==> src/rtl/rstclk_pkg.sv <==
package rstclk_pkg;
    localparam int ADDR_W   = 12;
    localparam int WORD_W   = 32;
    localparam int NUM_WORDS = 4;   // reset lo, reset hi, clock lo, clock hi
    localparam int CLR_OFS  = 4;    // clear alias sits this far above the base

    localparam logic [ADDR_W-1:0] RST_LO_BASE = 12'h040;
    localparam logic [ADDR_W-1:0] RST_HI_BASE = 12'h050;
    localparam logic [ADDR_W-1:0] CLK_LO_BASE = 12'h080;
    localparam logic [ADDR_W-1:0] CLK_HI_BASE = 12'h090;

    // word slot numbering used by decode and storage
    typedef enum logic [1:0] {
        SLOT_RST_LO = 2'd0,
        SLOT_RST_HI = 2'd1,
        SLOT_CLK_LO = 2'd2,
        SLOT_CLK_HI = 2'd3
    } slot_e;
endpackage

==> src/rtl/rstclk_decode.sv <==
module rstclk_decode #(
    parameter int ADDR_W = 12,
    parameter int NWORDS = 4,
    parameter int CLR_OFS = 4,
    parameter logic [NWORDS*ADDR_W-1:0] BASES = '0
) (
    input  logic [ADDR_W-1:0] addr,
    input  logic              wr,
    output logic [NWORDS-1:0] set_stb,
    output logic [NWORDS-1:0] clr_stb,
    output logic [NWORDS-1:0] rd_hit
);
    for (genvar w = 0; w < NWORDS; w++) begin : g_word
        localparam logic [ADDR_W-1:0] BASE_A = BASES[w*ADDR_W +: ADDR_W];
        localparam logic [ADDR_W-1:0] CLR_A  = BASE_A + ADDR_W'(CLR_OFS);
        logic at_base;
        logic at_clr;
        assign at_base    = (addr == BASE_A);
        assign at_clr     = (addr == CLR_A);
        assign set_stb[w] = wr & at_base;
        assign clr_stb[w] = wr & at_clr;
        assign rd_hit[w]  = at_base | at_clr;
    end
endmodule

==> src/rtl/rstclk_bank.sv <==
module rstclk_bank #(
    parameter int WIDTH = 32,
    parameter logic [WIDTH-1:0] INIT = '1
) (
    input  logic             clk,
    input  logic             rst_n,
    input  logic             set_stb,
    input  logic             clr_stb,
    input  logic [WIDTH-1:0] wdata,
    output logic [WIDTH-1:0] word
);
    typedef struct packed {
        logic [WIDTH-1:0] bits;
    } bank_state_t;

    bank_state_t st_d, st_q;

    always_comb begin
        st_d = st_q;
        if (set_stb) st_d.bits = st_q.bits | wdata;
        if (clr_stb) st_d.bits = st_q.bits & ~wdata;
    end

    always_ff @(posedge clk or negedge rst_n) begin
        if (!rst_n) st_q <= '{bits: INIT};
        else        st_q <= st_d;
    end

    assign word = st_q.bits;

    assert_set_R2: assert property (@(posedge clk) disable iff (!rst_n)
        set_stb |=> ((word & $past(wdata)) == $past(wdata)));
    assert_clear_R3: assert property (@(posedge clk) disable iff (!rst_n)
        clr_stb |=> ((word & $past(wdata)) == '0));
    assert_untouched_R3: assert property (@(posedge clk) disable iff (!rst_n)
        (set_stb || clr_stb) |=> ((word & ~$past(wdata)) == ($past(word) & ~$past(wdata))));
    assert_hold_R8: assert property (@(posedge clk) disable iff (!rst_n)
        (!set_stb && !clr_stb) |=> $stable(word));
endmodule

==> src/rtl/rstclk_enmap.sv <==
module rstclk_enmap #(
    parameter int N = 64,
    parameter logic [N-1:0] INV_MASK = '0
) (
    input  logic         clk,
    input  logic         rst_n,
    input  logic [N-1:0] stop_vec,
    output logic [N-1:0] clk_en
);
    typedef struct packed {
        logic [N-1:0] en;
    } en_state_t;

    en_state_t   st_d, st_q;
    logic [N-1:0] en_comb;

    for (genvar i = 0; i < N; i++) begin : g_bit
        if (INV_MASK[i]) begin : g_inv
            assign en_comb[i] = stop_vec[i];
        end else begin : g_norm
            assign en_comb[i] = ~stop_vec[i];
        end
    end

    always_comb begin
        st_d    = st_q;
        st_d.en = en_comb;
    end

    always_ff @(posedge clk or negedge rst_n) begin
        if (!rst_n) st_q <= '{en: '0};
        else        st_q <= st_d;
    end

    assign clk_en = st_q.en;
endmodule

==> src/rtl/rstclk_ctl.sv <==
module rstclk_ctl
    import rstclk_pkg::*;
#(
    parameter int AW      = ADDR_W,
    parameter int WW      = WORD_W,
    parameter int INV_BIT = 14
) (
    input  logic          clk,
    input  logic          rst_n,
    input  logic [11:0]   bus_addr,
    input  logic          bus_wr,
    input  logic [31:0]   bus_wdata,
    output logic [31:0]   bus_rdata,
    output logic [63:0]   periph_rst,
    output logic [63:0]   periph_clk_en
);
    localparam int NW       = NUM_WORDS;
    localparam int VEC_W    = 2 * WW;
    localparam int NORM_BIT = (INV_BIT == 0) ? 1 : 0;
    localparam logic [VEC_W-1:0] INV_MASK = VEC_W'(1) << INV_BIT;
    localparam logic [VEC_W-1:0] STOP_INIT = ~INV_MASK;
    localparam logic [VEC_W-1:0] RST_INIT  = '1;
    localparam logic [NW*AW-1:0] BASES = {AW'(CLK_HI_BASE), AW'(CLK_LO_BASE),
                                          AW'(RST_HI_BASE), AW'(RST_LO_BASE)};
    localparam logic [NW*WW-1:0] INITS = {STOP_INIT, RST_INIT};

    logic [NW-1:0]  set_stb, clr_stb, rd_hit;
    logic [WW-1:0]  words [NW];
    logic [VEC_W-1:0] stop_vec;

    rstclk_decode #(
        .ADDR_W(AW), .NWORDS(NW), .CLR_OFS(CLR_OFS), .BASES(BASES)
    ) u_decode (
        .addr(bus_addr), .wr(bus_wr),
        .set_stb(set_stb), .clr_stb(clr_stb), .rd_hit(rd_hit)
    );

    for (genvar w = 0; w < NW; w++) begin : g_bank
        rstclk_bank #(
            .WIDTH(WW), .INIT(INITS[w*WW +: WW])
        ) u_bank (
            .clk(clk), .rst_n(rst_n),
            .set_stb(set_stb[w]), .clr_stb(clr_stb[w]),
            .wdata(bus_wdata), .word(words[w])
        );
    end

    always_comb begin
        bus_rdata = '0;
        for (int w = 0; w < NW; w++) begin
            if (rd_hit[w]) bus_rdata = bus_rdata | words[w];
        end
    end

    assign periph_rst = {words[SLOT_RST_HI], words[SLOT_RST_LO]};
    assign stop_vec   = {words[SLOT_CLK_HI], words[SLOT_CLK_LO]};

    rstclk_enmap #(
        .N(VEC_W), .INV_MASK(INV_MASK)
    ) u_enmap (
        .clk(clk), .rst_n(rst_n),
        .stop_vec(stop_vec), .clk_en(periph_clk_en)
    );

    assert_idle_R9: assert property (@(posedge clk) disable iff (!rst_n)
        !bus_wr |=> ($stable(periph_rst) && $stable(stop_vec)));
    assert_inv_lag_R7: assert property (@(posedge clk) disable iff (!rst_n)
        1'b1 |=> (periph_clk_en[INV_BIT] == $past(stop_vec[INV_BIT])));
    assert_norm_pol_R6: assert property (@(posedge clk) disable iff (!rst_n)
        1'b1 |=> (periph_clk_en[NORM_BIT] == !$past(stop_vec[NORM_BIT])));
    assert_onehot_R4: assert property (@(posedge clk) disable iff (!rst_n)
        $onehot0({set_stb, clr_stb}));
endmodule

==> config.mk <==
export PLATFORM = sky130hd
export DESIGN_NAME = rstclk_ctl
export DESIGN_NICKNAME = d
export VERILOG_FILES = /design/src/rtl/rstclk_pkg.sv /design/src/rtl/rstclk_decode.sv /design/src/rtl/rstclk_bank.sv /design/src/rtl/rstclk_enmap.sv /design/src/rtl/rstclk_ctl.sv
export SDC_FILE = /design/constraint.sdc
export NUM_CORES = 1
export LEC_CHECK = 0
export BUFFER_PORTS_ARGS = -buffer_cell sky130_fd_sc_hd__buf_2
export CAP_MARGIN = 20
export CORE_ASPECT_RATIO = 0.8
export CORE_MARGIN = 3
export CORE_UTILIZATION = 50
export CTS_BUF_LIST = sky130_fd_sc_hd__clkbuf_16
export CTS_CLUSTER_DIAMETER = 40
export DETAILED_ROUTE_END_ITERATION = 12
export PLACE_DENSITY = 0.88
export SLEW_MARGIN = 30
export SYNTH_ARGS = -nofsm -noshare
export SYNTH_HDL_FRONTEND = slang
export SYNTH_SLANG_ARGS = --single-unit
export TNS_END_PERCENT = 50
==> constraint.sdc <==
create_clock -name clk -period 2.2 [get_ports clk]
set_input_delay 0.44 -clock clk [delete_from_list [all_inputs] [get_ports clk]]
set_output_delay 0.44 -clock clk [all_outputs]
set_load 0.02 [all_outputs]
==> qor.yml, run 1 <==
clocking:
  insertion_delay_ps: 430
  root_buffer: "clkbuf_16"
  htreeDepth: 4
  clock_sinks: 192
  cts_buffer_depth: 2
  numCtsBuffers: 17
  cts_tree: "built"
  clkTransAtPathRegs_ps: 70
setup_path:
  cp_cell_sequence: "buf_6 -> or4_4 -> or2_4 -> buf_12 -> o311ai_2 -> buf_4"
  worstSetupPathType: "input port to primary output"
  crit_arrival_ps: 1990
  start_kind: "input port"
  crit_fanout: 15
  endpoint: "bus_rdata[31]"
  required_ps: 1760
  cp-startpoint: "bus_addr[8]"
  rr_worst_depth: 2
  endpoint_kind: "primary output"
  critPathMaxStageDelay_ps: 540
  r2r_slack_ps: 1350
  slowest_stage: "or4_4"
yosys:
  synthArstFlopShare_pct: 100
  syn_avg_cell_area_sq_um: 11.1
  synth_area_leaders: "dfstp_2, dfrtp_1, mux2i_1"
  yosysSeqAreaShare_pct: 52.5
  synthFlopType: "dfstp_2"
  synth-edff-count: 0
  ys_types: 30
  synth_nets: 901
  synth_top_cell_area_share_pct: 35.3
  yosys.area.top_type: "dfstp_2"
  synth_warnings: 0
  ys_ff_latch: 192
  synthCells: 854
  post-synth-top-count-cell: "dfstp_2"
  synth_common_cells: "dfstp_2, nand4_1, clkbuf_1"
  synth_area_sq_mm: 0.00946
floorplan:
  ios: 207
  die_w_um: 160
  die_h_um: 129
  start_util_pct: 51.6
  dieArea_sq_mm: 0.0206
  core_area_sq_mm: 0.0183
  num_rows: 44
grt:
  grt_antenna_before_repair: 0
  first_global_vias: 8343
  grt_use_met1_pct: 38.2
  grt_usage_pct: 28.7
  grt.overflow.total: 0
  met2_usage_pct: 46.4
  use_met3_pct: 5.98
  grt_max_degree: 65
  top_usage_layer: "met2"
  grt_pass1_wl_um: 46700
outcome:
  violations: "negative setup slack"
  status: "complete, but fails checks"
layout:
  antenna_cells: 0
  nNetsFinal: 1089
  drive_gt1_share_pct: 49.0
  fill_cells: 1289
  final_area_sq_mm: 0.0126
  syn_to_final_growth_pct: 32.9
routing:
  viasPerCell: 6.39
  routed_wl_um: 30000
  first_iter_violations: 793
  num_vias: 8355
  wire_per_inst_um: 23.0
  drcViolationCount: 0
  ant_nets: 0
  firstDrtPassIters: 5
hold_path:
  hold-path-cell-count: 4
  min_path_type: "input port to flop"
timing:
  max_freq_mhz: 412
  setup_violations: 32
  period_needed_ps: 2430
  fin_worst_skew_ps: 7.95
  period_share_pct: 110
  finalHoldViolCount: 0
  rsz0062_at_grt: "yes"
  relSlewSlack_pct: 55.9
  holdWs_ps: 368
  worst_pin_slew_ps: 662
  setup_ws_ps: -229
  maxSlewViolCount: 0
  finalSetupTns_ps: -5800
place:
  port_buffers: 206
  placed_area_sq_mm: 0.0117
  dp_slack_ps: -262
  gp_congestion: 0.836
  dp_hpwl_um: 19700
power_and_ir_drop:
  power_mw: 7.52
  power.density_mw_per_mm2: 598
  ir_drop_uv: 507
  p_leak_nw: 5.80
flow_run:
  drv_cap: 0
routing by layer:
layer  part of all wire (%)  wire, um  vias up
li1                       -         -     3630
met1                     41     12300     4172
met2                     48     14400      492
met3                    8.2      2470       61
met4                    2.8       856        0
met5                      0         0        -
cells in the final DEF (no fill, tap or decap), types with 31 or more instances in the layout:
master,n
mux2i_1,63
o41ai_1,54
buf_4,43
dfrtp_1,65
buf_2,171
mux2_2,32
buf_6,32
dfstp_2,127
nand4_1,96
o31ai_1,65
nand2_1,65
nor4_1,31
and2_1,32
inv_1,63
what timing repair did:
action / 4_1_cts / 5_1_grt
gates resized for setup: 63 / 1
setup endpoints to repair: 32 / 32
endpoints found under the hold margin: 6 / 0
pin swaps: 0 / 2
hold buffers: 1 / 0
cloned: 0 / 1
buffers inserted: 0 / 1
worst max-delay path, delay by kind of cell:
family	cells	cell delay [ps]
buf+inv	3	460
compound gates	1	230
simple gates	2	830
power breakdown:
group / leakage [nW] / internal, mW / switching, mW / total [mW]
registers: 2.23 / 3.56 / 0.00917 / 3.57
clock network: 0.305 / 1.92 / 1.43 / 3.35
logic: 3.26 / 0.186 / 0.415 / 0.602
through the flow:
step                      instances  utilization, %
after CTS                      1306            68.3
after global placement         1273            63.7
after global routing           1308            68.6
after floorplan                 854               -
final                          1308            68.6
after detailed placement       1273            63.7
kinds of logic (layout without fill, tap and decap cells):
logic type / Yosys count / count (layout) / synth area share [%]
AO/OA/AOI/OAI: 162 / 162 / 15.0
buffers and inverters: 169 / 370 / 7.98
flip-flops: 192 / 192 / 52.5
multiplexers: 95 / 95 / 10.5
AND/OR/NAND/NOR: 236 / 236 / 14.1
final cells by class:
cell class	instances	area (sq um)	share of cell area, %
Tap cell	253	317	2.52
Clock buffer	17	425	3.38
Clock inverter	15	206	1.64
Multi-Input combinational cell	493	4310	34.3
Sequential cell	192	4960	39.5
Inverter	63	236	1.88
Timing Repair Buffer	275	2110	16.8
worst min-delay path by stage:
stage | startpoint | to | slack [ps]
finish | bus_wdata[26] | flop | 370
global route | bus_wdata[29] | flop | 380
CTS | bus_wdata[26] | flop | 350
detailed placement | rst_n | u_enmap.clk_en[19] | 410
global placement | flop | u_enmap.clk_en[14] | 400
floorplan | rst_n | async pin | 140
Note: power is estimated with default switching activity, not from simulation.
==> inputs of run 2 (changes only) <==
- CORE_MARGIN: 3 -> 2
- CTS_BUF_LIST: sky130_fd_sc_hd__clkbuf_16 -> default
- PLACE_DENSITY: 0.88 -> default
- PLACE_DENSITY_LB_ADDON: default -> 0.12
==> run 2 against run 1 <==
Net effect:
- the run still ends with negative setup slack left
- non-clock buffer count rose by 11
- clock skew down 1.2 ps
- clock power is 2% higher
- design area up 0.79%
- maximum frequency is 1.5% lower
- cell count is 0.76% higher
- register-to-register slack about the same
- first-iteration DRC count shrank 15%
- sequential share of layout area shrank 0.31 points
- wire length fell by 3.6%
- flip-flop and latch count did not move
- critical path type unchanged
- critical endpoint is now bus_rdata[27]
- largest cell class unchanged
==> qor.yml, run 2 (synthesis gave the netlist of run 1 again) <==
routing:
  first_iter_violations: 672  # was 793
  firstDrtPassIters: 5  # unchanged
  routed_wl_um: 29000  # was 30000 um
  drcViolationCount: 0  # unchanged
  wire_per_inst_um: 22.0  # was 23.0 um
  num_vias: 8098  # was 8355
  viasPerCell: 6.14  # was 6.39
  ant_nets: 0  # unchanged
layout:
  final_common_cell: "buf_2"  # unchanged
  final_area_sq_mm: 0.0127  # was 0.0126 sq mm
  final_cell_mix: "buf_2, dfstp_2, nand4_1"  # unchanged
  antenna_cells: 0  # unchanged
  fill_cells: 1389  # was 1289
  syn_to_final_growth_pct: 33.9  # was 32.9%
  drive_gt1_share_pct: 49.4  # was 49.0%
  nNetsFinal: 1100  # was 1089
floorplan:
  die_w_um: 158  # was 160 um
  core_area_sq_mm: 0.0183  # unchanged
  die_h_um: 127  # was 129 um
  ios: 207  # unchanged
  num_rows: 44  # unchanged
  dieArea_sq_mm: 0.0200  # was 0.0206 sq mm
  start_util_pct: 51.6  # unchanged
setup_path:
  crit_arrival_ps: 2030  # was 1990 ps
  required_ps: 1760  # about the same
  cp-startpoint: "bus_addr[8]"  # unchanged
  worstSetupPathType: "input port to primary output"  # unchanged
  crit_fanout: 10  # was 15
  start_kind: "input port"  # unchanged
  endpoint_kind: "primary output"  # unchanged
clocking:
  numCtsBuffers: 17  # unchanged
  root_buffer: "clkbuf_16"  # unchanged
  cts_buffer_depth: 2  # unchanged
  insertion_delay_ps: 430  # about the same
  clkTransAtPathRegs_ps: 70  # about the same
  cts_tree: "built"  # unchanged
  clock_sinks: 192  # unchanged
  htreeDepth: 4  # unchanged
place:
  dp_hpwl_um: 19000  # was 19700 um
  gp_congestion: 0.815  # was 0.836
  dp_slack_ps: -295  # was -262 ps
  port_buffers: 206  # unchanged
  placed_area_sq_mm: 0.0118  # was 0.0117 sq mm
timing:
  setup_ws_ps: -266  # was -229 ps
  worst_pin_slew_ps: 529  # was 662 ps
  period_share_pct: 112  # was 110%
  holdWs_ps: 360  # was 368 ps
  setup_violations: 32  # unchanged
  maxSlewViolCount: 0  # unchanged
  fin_worst_skew_ps: 6.74  # was 7.95 ps
  period_needed_ps: 2470  # was 2430 ps
  max_freq_mhz: 405  # was 412 MHz
  finalHoldViolCount: 0  # unchanged
  rsz0062_at_grt: "yes"  # unchanged
  relSlewSlack_pct: 64.8  # was 55.9%
  finalSetupTns_ps: -6860  # was -5800 ps
grt:
  grt_antenna_before_repair: 1  # was 0
  grt.overflow.total: 0  # unchanged
  grt_max_degree: 65  # unchanged
  grt_usage_pct: 28.8  # was 28.7%
  grt_pass1_wl_um: 44300  # was 46700 um
  first_global_vias: 7859  # was 8343
hold_path:
  min_path_type: "input port to flop"  # unchanged
  worstHoldStart: "bus_wdata[19]"  # was bus_wdata[26]
flow_run:
  drv_cap: 0  # unchanged
power_and_ir_drop:
  p_leak_nw: 5.85  # was 5.80 nW
  power.density_mw_per_mm2: 599  # was 598 mW/mm^2
  ir_drop_uv: 489  # was 507 uV
outcome:
  status: "complete, but fails checks"  # unchanged
  violations: "negative setup slack"  # unchanged
==> run 2: cell count changes in the layout (fill, tap and decap cells not counted), sizes merged <==
cell and delta:
clkinvlp +2, buf +11, clkinv -5, inv -1, clkbuf +2, bufinv +1
==> run 2: cell type report <==
| class | count | area [sq um] | share of cell area (%) |
|---|---|---|---|
| clock buffers | 19 | 433 | 3.42 |
| clock inverters | 12 | 206 | 1.63 |
| inverters | 63 | 236 | 1.87 |
| multi-input cells | 493 | 4310 | 34.1 |
| flip-flops and latches | 192 | 4960 | 39.2 |
| well taps | 253 | 317 | 2.50 |
| repair buffers | 286 | 2200 | 17.4 |
==> run 2: routing by layer <==
metal | up-vias | wire (um) | global-route usage, %
met4 | 2 | 561 | 9.36
met2 | 347 | 13200 | 43.3
li1 | 3656 | - | -
met5 | - | 13 | 0
met1 | 4050 | 13100 | 42.1
met3 | 43 | 2020 | 5.77
==> run 2: path summary, 6_finish.rpt <==
kind / endpoint / slack (ps) / cells past startpoint
worst max-delay path: bus_rdata[27] / -270 / 6
worst min-delay path: flop / 360 / 4
worst max register to register: flop / 1340 / 2
worst min register to register: u_enmap.clk_en[14] / 410 / 0
max in group asynchronous: async pin / 920 / 3
min in group asynchronous: u_enmap.clk_en[51] / 530 / 2
==> run 2: timing repair <==
item	in CTS	in global routing
buffers inserted	1	1
pin swaps	0	3
endpoints found under the hold margin	6	0
hold buffers	1	0
gates cloned	0	1
setup endpoints to repair	32	32
gates resized for setup	63	0
==> run 2: critical path: stages <==
cell,delay [ps]
buf_6,90
or4_4,520
or2_4,340
buf_12,190
o311ai_4,260
buf_6,160
==> run 2: per-stage QoR <==
| stage | power [mW] | cells | utilization (%) |
|---|---|---|---|
| 3_5_place_dp | 4.21 | 1283 | 64.3 |
| 6_report | 7.59 | 1318 | 69.1 |
| 2_1_floorplan | 3.91 | 854 | - |
| 4_1_cts | 7.62 | 1316 | 68.9 |
| 3_3_place_gp | 4.21 | 1283 | 64.3 |
| 5_1_grt | 7.80 | 1318 | 69.1 |
==> run 2: report_power, final <==
| part | switching (mW) | total, mW | internal [mW] |
|---|---|---|---|
| logic | 0.415 | 0.602 | 0.187 |
| clock network | 1.39 | 3.42 | 2.02 |
| registers | 0.00887 | 3.57 | 3.56 |
| total | 1.82 | 7.59 | 5.77 |
